--- src/rtl/lcdSeqPkg.sv ---
package lcdSeqPkg;
  localparam int SCRIPT_LEN = 48;

  typedef enum logic [1:0] {WAIT_NONE, WAIT_PLL, WAIT_SRST, WAIT_FMT} waitKind_t;

  typedef struct packed {
    logic      isParam;
    logic [7:0] value;
    waitKind_t waitAfter;
  } scriptWord_t;

  // strobes from control to datapath
  typedef struct packed {
    logic rstLow;
    logic csOn;
    logic wrLow;
    logic load;
    logic step;
    logic busy;
    logic done;
  } seqCtl_t;
endpackage

--- src/rtl/lcdSeqCtrl.sv ---
module lcdSeqCtrl
  import lcdSeqPkg::*;
#(
  parameter int RST_PRE_CYC     = 8,
  parameter int RST_LOW_CYC     = 8,
  parameter int SETTLE_CYC      = 8,
  parameter int PLL_WAIT_CYC    = 8,
  parameter int SRST_WAIT_CYC   = 8,
  parameter int FMT_WAIT_CYC    = 8,
  parameter int STROBE_LOW_CYC  = 2,
  parameter int STROBE_HIGH_CYC = 2
) (
  input  logic      clk,
  input  logic      rstN,
  input  logic      start,
  input  waitKind_t curWait,
  input  logic      curLast,
  output seqCtl_t   ctl
);
  localparam int M1 = (RST_PRE_CYC > RST_LOW_CYC) ? RST_PRE_CYC : RST_LOW_CYC;
  localparam int M2 = (SETTLE_CYC > PLL_WAIT_CYC) ? SETTLE_CYC : PLL_WAIT_CYC;
  localparam int M3 = (SRST_WAIT_CYC > FMT_WAIT_CYC) ? SRST_WAIT_CYC : FMT_WAIT_CYC;
  localparam int M4 = (STROBE_LOW_CYC > STROBE_HIGH_CYC) ? STROBE_LOW_CYC : STROBE_HIGH_CYC;
  localparam int M12 = (M1 > M2) ? M1 : M2;
  localparam int M34 = (M3 > M4) ? M3 : M4;
  localparam int MAX_CYC = (M12 > M34) ? M12 : M34;
  localparam int CW = $clog2(MAX_CYC + 1);

  typedef enum logic [3:0] {
    S_IDLE, S_PRE, S_RLOW, S_SETTLE, S_SETUP, S_WLOW, S_WHIGH, S_WAIT, S_DONE
  } seqState_t;

  seqState_t state, stateNext;
  logic [CW-1:0] cnt, curLimit;
  logic phaseEnd;

  always_comb begin
    unique case (state)
      S_PRE:    curLimit = CW'(RST_PRE_CYC);
      S_RLOW:   curLimit = CW'(RST_LOW_CYC);
      S_SETTLE: curLimit = CW'(SETTLE_CYC);
      S_WLOW:   curLimit = CW'(STROBE_LOW_CYC);
      S_WHIGH:  curLimit = CW'(STROBE_HIGH_CYC);
      S_WAIT: begin
        unique case (curWait)
          WAIT_PLL:  curLimit = CW'(PLL_WAIT_CYC);
          WAIT_SRST: curLimit = CW'(SRST_WAIT_CYC);
          WAIT_FMT:  curLimit = CW'(FMT_WAIT_CYC);
          default:   curLimit = CW'(1);
        endcase
      end
      default:  curLimit = CW'(1);
    endcase
    phaseEnd = (cnt == curLimit - CW'(1));
  end

  always_comb begin
    stateNext = state;
    unique case (state)
      S_IDLE:   if (start) stateNext = S_PRE;
      S_PRE:    if (phaseEnd) stateNext = S_RLOW;
      S_RLOW:   if (phaseEnd) stateNext = S_SETTLE;
      S_SETTLE: if (phaseEnd) stateNext = S_SETUP;
      S_SETUP:  stateNext = S_WLOW;
      S_WLOW:   if (phaseEnd) stateNext = S_WHIGH;
      S_WHIGH:
        if (phaseEnd) begin
          if (curWait != WAIT_NONE) stateNext = S_WAIT;
          else if (curLast)         stateNext = S_DONE;
          else                      stateNext = S_SETUP;
        end
      S_WAIT:   if (phaseEnd) stateNext = curLast ? S_DONE : S_SETUP;
      default:  stateNext = S_DONE;
    endcase
  end

  always_ff @(posedge clk or negedge rstN) begin
    if (!rstN) begin
      state <= S_IDLE;
      cnt   <= '0;
    end else begin
      state <= stateNext;
      cnt   <= (stateNext != state) ? '0 : cnt + CW'(1);
    end
  end

  always_comb begin
    ctl.rstLow = (state == S_RLOW);
    ctl.csOn   = (state == S_SETUP) || (state == S_WLOW) || (state == S_WHIGH) || (state == S_WAIT);
    ctl.wrLow  = (state == S_WLOW);
    ctl.load   = (state == S_SETUP);
    ctl.step   = (stateNext == S_SETUP) && (state != S_SETTLE);
    ctl.busy   = (state != S_IDLE) && (state != S_DONE);
    ctl.done   = (state == S_DONE);
  end

  // a timed phase never runs past its programmed length
  p_cnt_bound_r7: assert property (@(posedge clk) disable iff (!rstN)
    (state != S_IDLE && state != S_DONE && state != S_SETUP) |-> cnt < curLimit);
  // completion is terminal
  p_done_sticky_r9: assert property (@(posedge clk) disable iff (!rstN)
    (state == S_DONE) |=> (state == S_DONE));
endmodule

--- src/rtl/lcdSeqPath.sv ---
module lcdSeqPath
  import lcdSeqPkg::*;
#(
  parameter int BUS_W = 16,
  parameter int H_RES = 480,
  parameter int H_PW  = 41,
  parameter int H_BP  = 2,
  parameter int H_FP  = 2,
  parameter int V_RES = 272,
  parameter int V_PW  = 10,
  parameter int V_BP  = 2,
  parameter int V_FP  = 2
) (
  input  logic             clk,
  input  logic             rstN,
  input  seqCtl_t          ctl,
  output waitKind_t        curWait,
  output logic             curLast,
  output logic             lcdRstN,
  output logic             lcdCsN,
  output logic             lcdWrN,
  output logic             lcdRs,
  output logic [BUS_W-1:0] lcdData,
  output logic             busy,
  output logic             done
);
  localparam int IDX_W = $clog2(SCRIPT_LEN);
  localparam logic [15:0] HRES_M1 = 16'(H_RES - 1);
  localparam logic [15:0] VRES_M1 = 16'(V_RES - 1);
  localparam logic [15:0] HTOT_M1 = 16'(H_RES + H_PW + H_BP + H_FP - 1);
  localparam logic [15:0] HST_M1  = 16'(H_PW + H_BP - 1);
  localparam logic [7:0]  HPW_M1  = 8'(H_PW - 1);
  localparam logic [15:0] VTOT_M1 = 16'(V_RES + V_PW + V_BP + V_FP - 1);
  localparam logic [15:0] VST_M1  = 16'(V_PW + V_BP - 1);
  localparam logic [7:0]  VPW_M1  = 8'(V_PW - 1);

  function automatic scriptWord_t cmdW(input logic [7:0] v, input waitKind_t w);
    return '{isParam: 1'b0, value: v, waitAfter: w};
  endfunction
  function automatic scriptWord_t prmW(input logic [7:0] v, input waitKind_t w);
    return '{isParam: 1'b1, value: v, waitAfter: w};
  endfunction

  function automatic scriptWord_t scriptAt(input logic [IDX_W-1:0] i);
    unique case (i)
      6'd0:  return cmdW(8'hE2, WAIT_NONE);
      6'd1:  return prmW(8'h23, WAIT_NONE);
      6'd2:  return prmW(8'h02, WAIT_NONE);
      6'd3:  return prmW(8'h04, WAIT_NONE);
      6'd4:  return cmdW(8'hE0, WAIT_NONE);
      6'd5:  return prmW(8'h01, WAIT_PLL);
      6'd6:  return cmdW(8'hE0, WAIT_NONE);
      6'd7:  return prmW(8'h03, WAIT_PLL);
      6'd8:  return cmdW(8'h01, WAIT_SRST);
      6'd9:  return cmdW(8'hE6, WAIT_NONE);
      6'd10: return prmW(8'h03, WAIT_NONE);
      6'd11: return prmW(8'hFF, WAIT_NONE);
      6'd12: return prmW(8'hFF, WAIT_NONE);
      6'd13: return cmdW(8'hB0, WAIT_NONE);
      6'd14: return prmW(8'h20, WAIT_NONE);
      6'd15: return prmW(8'h00, WAIT_NONE);
      6'd16: return prmW(HRES_M1[15:8], WAIT_NONE);
      6'd17: return prmW(HRES_M1[7:0], WAIT_NONE);
      6'd18: return prmW(VRES_M1[15:8], WAIT_NONE);
      6'd19: return prmW(VRES_M1[7:0], WAIT_NONE);
      6'd20: return prmW(8'h00, WAIT_NONE);
      6'd21: return cmdW(8'hB4, WAIT_NONE);
      6'd22: return prmW(HTOT_M1[15:8], WAIT_NONE);
      6'd23: return prmW(HTOT_M1[7:0], WAIT_NONE);
      6'd24: return prmW(HST_M1[15:8], WAIT_NONE);
      6'd25: return prmW(HST_M1[7:0], WAIT_NONE);
      6'd26: return prmW(HPW_M1, WAIT_NONE);
      6'd27: return prmW(8'h00, WAIT_NONE);
      6'd28: return prmW(8'h00, WAIT_NONE);
      6'd29: return prmW(8'h00, WAIT_NONE);
      6'd30: return cmdW(8'hB6, WAIT_NONE);
      6'd31: return prmW(VTOT_M1[15:8], WAIT_NONE);
      6'd32: return prmW(VTOT_M1[7:0], WAIT_NONE);
      6'd33: return prmW(VST_M1[15:8], WAIT_NONE);
      6'd34: return prmW(VST_M1[7:0], WAIT_NONE);
      6'd35: return prmW(VPW_M1, WAIT_NONE);
      6'd36: return prmW(8'h00, WAIT_NONE);
      6'd37: return prmW(8'h00, WAIT_NONE);
      6'd38: return cmdW(8'hBA, WAIT_NONE);
      6'd39: return prmW(8'h05, WAIT_NONE);
      6'd40: return cmdW(8'hB8, WAIT_NONE);
      6'd41: return prmW(8'h07, WAIT_NONE);
      6'd42: return prmW(8'h01, WAIT_NONE);
      6'd43: return cmdW(8'h3A, WAIT_NONE);
      6'd44: return prmW(8'h55, WAIT_NONE);
      6'd45: return cmdW(8'hF0, WAIT_NONE);
      6'd46: return prmW(8'h03, WAIT_FMT);
      default: return cmdW(8'h29, WAIT_NONE);
    endcase
  endfunction

  logic [IDX_W-1:0] idxQ;
  scriptWord_t curWord;

  assign curWord = scriptAt(idxQ);
  assign curWait = curWord.waitAfter;
  assign curLast = (idxQ == IDX_W'(SCRIPT_LEN - 1));

  always_ff @(posedge clk or negedge rstN) begin
    if (!rstN) begin
      idxQ    <= '0;
      lcdRstN <= 1'b1;
      lcdCsN  <= 1'b1;
      lcdWrN  <= 1'b1;
      lcdRs   <= 1'b0;
      lcdData <= '0;
      busy    <= 1'b0;
      done    <= 1'b0;
    end else begin
      if (ctl.step) idxQ <= idxQ + IDX_W'(1);
      if (ctl.load) begin
        lcdRs   <= curWord.isParam;
        lcdData <= BUS_W'(curWord.value);
      end
      lcdRstN <= !ctl.rstLow;
      lcdCsN  <= !ctl.csOn;
      lcdWrN  <= !ctl.wrLow;
      busy    <= ctl.busy;
      done    <= ctl.done;
    end
  end

  // strobe only inside chip select
  p_cs_on_strobe_r8: assert property (@(posedge clk) disable iff (!rstN)
    !lcdWrN |-> !lcdCsN);
  // bus held while strobe low
  p_data_hold_r3: assert property (@(posedge clk) disable iff (!rstN)
    !lcdWrN |-> ($stable(lcdData) && $stable(lcdRs)));
  // no bus traffic during panel reset
  p_quiet_reset_r2: assert property (@(posedge clk) disable iff (!rstN)
    !lcdRstN |-> (lcdCsN && lcdWrN));
  // busy and done exclusive
  p_busy_done_r8: assert property (@(posedge clk) disable iff (!rstN)
    !(busy && done));
  // script position never moves under a low strobe
  p_idx_move_r5: assert property (@(posedge clk) disable iff (!rstN)
    !$stable(idxQ) |-> lcdWrN);
endmodule

--- src/rtl/lcdInitSequencer.sv ---
module lcdInitSequencer
  import lcdSeqPkg::*;
#(
  parameter int BUS_W           = 16,
  parameter int H_RES           = 480,
  parameter int H_PW            = 41,
  parameter int H_BP            = 2,
  parameter int H_FP            = 2,
  parameter int V_RES           = 272,
  parameter int V_PW            = 10,
  parameter int V_BP            = 2,
  parameter int V_FP            = 2,
  parameter int RST_PRE_CYC     = 500000,
  parameter int RST_LOW_CYC     = 1500000,
  parameter int SETTLE_CYC      = 1500000,
  parameter int PLL_WAIT_CYC    = 100000,
  parameter int SRST_WAIT_CYC   = 100000,
  parameter int FMT_WAIT_CYC    = 100000,
  parameter int STROBE_LOW_CYC  = 100,
  parameter int STROBE_HIGH_CYC = 100
) (
  input  logic             clk,
  input  logic             rstN,
  input  logic             start,
  output logic             lcdRstN,
  output logic             lcdCsN,
  output logic             lcdWrN,
  output logic             lcdRs,
  output logic [BUS_W-1:0] lcdData,
  output logic             busy,
  output logic             done
);
  seqCtl_t   ctl;
  waitKind_t curWait;
  logic      curLast;

  lcdSeqCtrl #(
    .RST_PRE_CYC(RST_PRE_CYC), .RST_LOW_CYC(RST_LOW_CYC), .SETTLE_CYC(SETTLE_CYC),
    .PLL_WAIT_CYC(PLL_WAIT_CYC), .SRST_WAIT_CYC(SRST_WAIT_CYC), .FMT_WAIT_CYC(FMT_WAIT_CYC),
    .STROBE_LOW_CYC(STROBE_LOW_CYC), .STROBE_HIGH_CYC(STROBE_HIGH_CYC)
  ) ctrl (
    .clk(clk), .rstN(rstN), .start(start), .curWait(curWait), .curLast(curLast), .ctl(ctl)
  );

  lcdSeqPath #(
    .BUS_W(BUS_W), .H_RES(H_RES), .H_PW(H_PW), .H_BP(H_BP), .H_FP(H_FP),
    .V_RES(V_RES), .V_PW(V_PW), .V_BP(V_BP), .V_FP(V_FP)
  ) path (
    .clk(clk), .rstN(rstN), .ctl(ctl), .curWait(curWait), .curLast(curLast),
    .lcdRstN(lcdRstN), .lcdCsN(lcdCsN), .lcdWrN(lcdWrN), .lcdRs(lcdRs),
    .lcdData(lcdData), .busy(busy), .done(done)
  );
endmodule

--- config.mk ---
export PLATFORM = sky130hd
export DESIGN_NAME = lcdInitSequencer
export DESIGN_NICKNAME = d
export VERILOG_FILES = /design/src/rtl/lcdSeqPkg.sv /design/src/rtl/lcdSeqCtrl.sv /design/src/rtl/lcdSeqPath.sv /design/src/rtl/lcdInitSequencer.sv
export SDC_FILE = /design/constraint.sdc
export NUM_CORES = 1
export LEC_CHECK = 0
export BUFFER_PORTS_ARGS = -buffer_cell sky130_fd_sc_hd__buf_2
export CAP_MARGIN = 20
export CORE_MARGIN = 1
export CORE_UTILIZATION = 50
export DETAILED_ROUTE_END_ITERATION = 10
export GPL_ROUTABILITY_DRIVEN = 0
export PLACE_DENSITY_LB_ADDON = 0.12
export RECOVER_POWER = 100
export SYNTH_ARGS = -nofsm -noshare
export SYNTH_HDL_FRONTEND = slang
export SYNTH_SLANG_ARGS = --single-unit
export TNS_END_PERCENT = 5
--- constraint.sdc ---
create_clock -name clk -period 5.2 [get_ports clk]
set_input_delay 1.04 -clock clk [delete_from_list [all_inputs] [get_ports clk]]
set_output_delay 1.04 -clock clk [all_outputs]
set_load 0.1 [all_outputs]
Yosys cells after proc, flatten, opt, wreduce, memory -nomap -nowiden
Memories as Yosys holds them, arrays and structs flattened.
Cells that the tools add are included.
Word-level totals
  bits in registers: 45
  bits in read-only memories: 704
  input bits: 3
  output and inout port bits: 22
  logic and storage cells: 58
  memories: 1
Memory list
  (no name shown): words 64, width 11, read ports 1, clocked after memory_dff 0, wr ports 0, RTL line lcdSeqPath.sv:45  | unique case (i)
Operators by class
  $add $sub $neg: 3
  eq/ne operators: 17
  mux-type cells: 13
  reduce and logical (&&, ||, !) cells: 14
Operators with widths (count)
  one-hot mux 21 bit (4 select lines): 1
  2-to-1 mux 4 bit: 9
  one-hot mux 4 bit (8 select lines): 1
  adder 21 x 1 -> 21 bit, second input constant: 1
  == test 21 bit: 1
  2-to-1 mux 21 bit: 1
  subtractor 21 x 1 -> 21 bit, second input constant: 1
  == test 4 x 3 -> 1 bit, second input constant: 5
  2-to-1 mux 17 bit: 1
  == test 4 x 2 -> 1 bit, second input constant: 2
  adder 6 x 1 -> 6 bit, second input constant: 1
  == test 6 bit, second input constant: 1
  == test 2 bit, second input constant: 2
  == test 4 x 1 -> 1 bit, second input constant: 1
  == test 4 bit, second input constant: 1
  logical NOT 4 bit: 1
  inequality test 4 x 2 -> 1 bit, second input constant: 1
  inequality test 4 bit: 1
  inequality test 4 bit, second input constant: 1
  nonzero test 4 bit: 1
  OR reduction 2 bit: 2
  logical NOT 1 bit: 3
  logical OR 1 bit: 3
  OR reduction 3 bit: 1
  other kinds (3): 4

Depth between registers and ports, before layout
An unclocked memory read counts as a cell.
  depth after elaboration: 11
  depth in mapped cells: 19
  gate-level depth less buffers: 14

Modules after synthesis
Synthesis repeated with hierarchy kept, for this count alone.
Unflattened totals
  cells, all modules: 395
  area, all modules: 3359.5 µm²
Modules (own cells, without submodules)
  lcdSeqCtrl: instances 1, cells each 205, area an instance 1732.9 µm², sequential area each 625.6 µm²
  lcdSeqPath: instances 1, cells each 190, area an instance 1626.6 µm², sequential area each 504.2 µm²

Worst setup path before layout
Ideal clock, no wire load.
  path kind: reg2reg
  start point: reg path.idxQ[0]
  end point: reg path.idxQ[1]
  library setup time: 128 ps
  arrival time: 3899 ps
  required time: 5072 ps
  path slack: 1174 ps
  cell stages (with the launch flop): 18
  buffers on the path: 4
  clock period less this slack: 4026 ps
  path through: dfrtp_1 > inv_1 > ha_1 > and2_1 > clkbuf_1 > and2_4 > buf_6 > o31ai_4 > inv_1 > ha_1 > clkbuf_1 > a221oi_1 > nand3_1 > xor2_1 > or4_1 > buf_4 > nor4b_4 > mux2_1
On the way
  word-level cells in the longest chain between the ends: 11
  elaborated cells between the ends (all ways): 23
  those cells by class: add/sub (2); eq/ne (6); mux (11); reduce/logical (3); memory (1)
RTL lines
  from (decl): RTL line lcdSeqPath.sv:97  | logic [IDX_W-1:0] idxQ;
  from (signal assigned): RTL line lcdSeqPath.sv:115  | if (ctl.step) idxQ <= idxQ + IDX_W'(1);
  memory read (64 x 11 bit)
  == test 2 x 1 -> 1 bit / == test 2 bit (equally long branches): RTL line lcdSeqCtrl.sv:45  | unique case (curWait)
  OR reduction 3 bit (no source line)
  2-to-1 mux 17 bit: RTL line lcdSeqCtrl.sv:45
  one-hot mux 21 bit (4 select lines): RTL line lcdSeqCtrl.sv:38  | unique case (state)
  subtractor 21 x 1 -> 21 bit: RTL line lcdSeqCtrl.sv:54  | phaseEnd = (cnt == curLimit - CW'(1));
  == test 21 bit: RTL line lcdSeqCtrl.sv:54
  2-to-1 mux 4 bit, or another cell as far along: RTL line lcdSeqCtrl.sv:72  | S_WAIT: if (phaseEnd) stateNext = curLast ? S_DONE : S_SETUP;
  one-hot mux 4 bit (8 select lines): RTL line lcdSeqCtrl.sv:59  | unique case (state)
  == test 4 x 3 -> 1 bit: RTL line lcdSeqCtrl.sv:92  | ctl.step = (stateNext == S_SETUP) && (state != S_SETTLE);
  logical AND 1 bit: RTL line lcdSeqCtrl.sv:92
Parallel ways exist; a longest one is shown, timed or not.
A chain may end at the register's enable or synchronous reset.

Worst setup path after layout
Same ends and word-level chain as after synthesis.

==> impl_metrics.toml <==
[logic_synthesis]
netlist_area_um2 = 3488
synth.largest_area_cell = "dfrtp_1"
ys_top_cells_by_area = "dfrtp_1, a21oi_1, nand2_1"
synth.top_cell.area_share_pct = 30.13
yosysWarnings = 0
synth_cell_types = 77
syn_avg_cell_area_um2 = 8.446
synth_edf_count = 0
async_flop_share_pct = 100.0
synth-seq-cells = 45
yosysSeqAreaShare_pct = 32.39
ys.flop_type = "dfrtp_1"
synth_cells = 413

[cts]
clock-root-buffer = "clkbuf_8"
cts_max_level = 2
insertion_delay_ns = 0.31
clock_path_buffers = 2
cts_tree = "done"
cts_setup_buffers = 0
hold_buffers = 0
clk_pin_slew_worst_paths_ns = 0.10
numCtsBuffers = 5
numClockSinks = 45
cts_resized = 0

[floorplanning]
start_util_pct = 51.63
ios = 25
die-area_um2 = 7315
rows = 30
die_y_um = 85.53
fp.dieW_um = 85.53
fp.coreArea_um2 = 6756

[finish]
syn_to_final_growth_pct = 3.874
drive_gt1_share_pct = 6.341
final_nets = 422
final_cells = 490
final_common_cell = "dfrtp_1"
antenna_cells = 0
fillerInstances = 643
layout_common_cells = "dfrtp_1, nand2_1, nor2_1, a21oi_1, o21ai_0"

[worst_setup_path]
required_ns = 5.40
criticalPathCategory = "reg2reg"
cp_data_arrival_time_ns = 4.84
cp-end-kind = "flip-flop"
cp-start-kind = "flip-flop"
worstPathMaxFanout = 11

[timing]
tns_ns = 0
rsz0062_at_grt = "no"
worstMarginPinSlew_ns = 1.809
drv_slew = 35
setup_viol = 0
finalHoldViolCount = 0
fmax_ghz = 0.2157
clock_skew_ns = 0.01435
slew_headroom_pct = -20.57
fin_crit_sh_pct = 89.15
period_needed_ns = 4.636

[place]
dpl.hpwl_um = 5843
placedCellCount = 481
portBuffers = 16

[pwr]
powerDensity_nw_per_um2 = 194.1
leakagePower_uw = 0.001432
vdd.ir_drop.worst_uv = 146.5
finalPower_uw = 703.2

[outcome]
status = "complete, but fails checks"
violations = "max-capacitance violations, max-slew violations"

[grt]
grt_pass1_wl_um = 14150
antenna_found_initial = 0
grt_max_degree = 46
grt_use_total_pct = 24.27
grt-ovfl-total = 0
grt_pass1_vias = 2660

[routing]
viasPerCell = 6.153
vias = 3015
routedWlPerCell_um = 17.10
first_iter_violations = 193
ant_nets = 0
firstDrtPassIters = 5
drc = 0
totalWireLength_um = 8377

[job]
drv_cap = 1

[hold_path]
min_path_type = "reg2reg"
cells by family after synthesis:
kind of cell	synth area share, %
buffers and inverters	6.851
muxes	4.268
and+or+nand+nor	23.75
AOI/OAI and AO/OA	21.77
DFF	32.39
other	0.1075
xor gates and xnor gates	7.281
adders and majority gates	3.587
through the flow:
stage	area [µm²]	worst slack (ns)	utilization, %	hold slack, ns
final	3623	0.5643	53.63	0.4795
after global routing	3623	0.2057	53.63	0.5082
after CTS	3661	0.7077	54.19	0.4861
after detailed placement	3527	0.7387	52.20	0.4687
after global placement	3527	0.8353	52.20	0.4493
after floorplan	3515	1.174	-	0.4414
where the power goes:
| part | leakage [µW] | internal, µW | switching (µW) |
|---|---|---|---|
| clock network | 0.0000681 | 191 | 130 |
| registers | 0.000588 | 350 | 0 |
| logic | 0.000776 | 0.627 | 32.1 |
worst max-delay path, cell delays in order (launching register included):
cell and delay (ns):
dfrtp_1 0.57, inv_1 0.21, ha_1 0.30, and2_0 0.30, and2_4 0.24, o31ai_1 0.36, inv_1 0.09, ha_1 0.32
o2bb2ai_1 0.16, a221oi_1 0.25, nand3_1 0.12, xor2_1 0.15, or4_1 0.70, nor4b_4 0.39, mux2_1 0.36
per-layer routing:
layer	wire length, µm	track usage (%)
met5	0	0
met4	48	3.788
met3	408	2.599
met2	3656	35.93
met1	4263	38.64
final timing paths:
kind,slack (ns),cells past startpoint,end,start
max in group asynchronous,2.34,2,ctrl.cnt[11],rstN
worst min register to register,0.48,1,ctrl.cnt[0],ctrl.cnt[0]
min in group asynchronous,0.73,1,path.lcdData[6],rstN
worst max register to register,0.56,14,path.idxQ[1],path.idxQ[0]
worst max-delay path,0.56,14,path.idxQ[1],path.idxQ[0]
worst min-delay path,0.48,1,ctrl.cnt[0],ctrl.cnt[0]
registers in the layout, indices dropped and copies added (netlist names):
signal	count
path.lcdRs	1
path.lcdCsN	1
path.lcdData	8
ctrl.cnt	21
path.done	1
path.idxQ	6
ctrl.state	4
path.lcdWrN	1
path.lcdRstN	1
path.busy	1
synth_stat cells, types with 3 or more instances:
cell type and count:
a211oi_1 5, a21oi_1 32, a311oi_1 3, a31oi_1 3, and2_1 5, and3_1 6
and3b_1 3, buf_2 8, buf_4 9, clkbuf_1 21, dfrtp_1 42, dfstp_2 3
ha_1 10, inv_1 10, mux2_2 3, mux2i_1 9, nand2_1 40, nand3_1 17
nand4_1 9, nor2_1 32, nor2b_1 9, nor3_1 4, nor3b_1 4, nor4_1 7
nor4b_1 3, o211ai_1 3, o21ai_0 20, o31ai_1 3, xnor2_1 13, xor2_1 16
area by class of cell:
cell class	count	area, µm²	share of cell area [%]
inverter	11	41.29	1.140
multi-input combinational	325	2127	58.70
timing repair buffer	21	91.34	2.521
tap	80	100.1	2.762
clock inverter	3	65.06	1.796
clock buffer	5	68.82	1.899
sequential	45	1130	31.18
(Power assumes the default switching activity.)
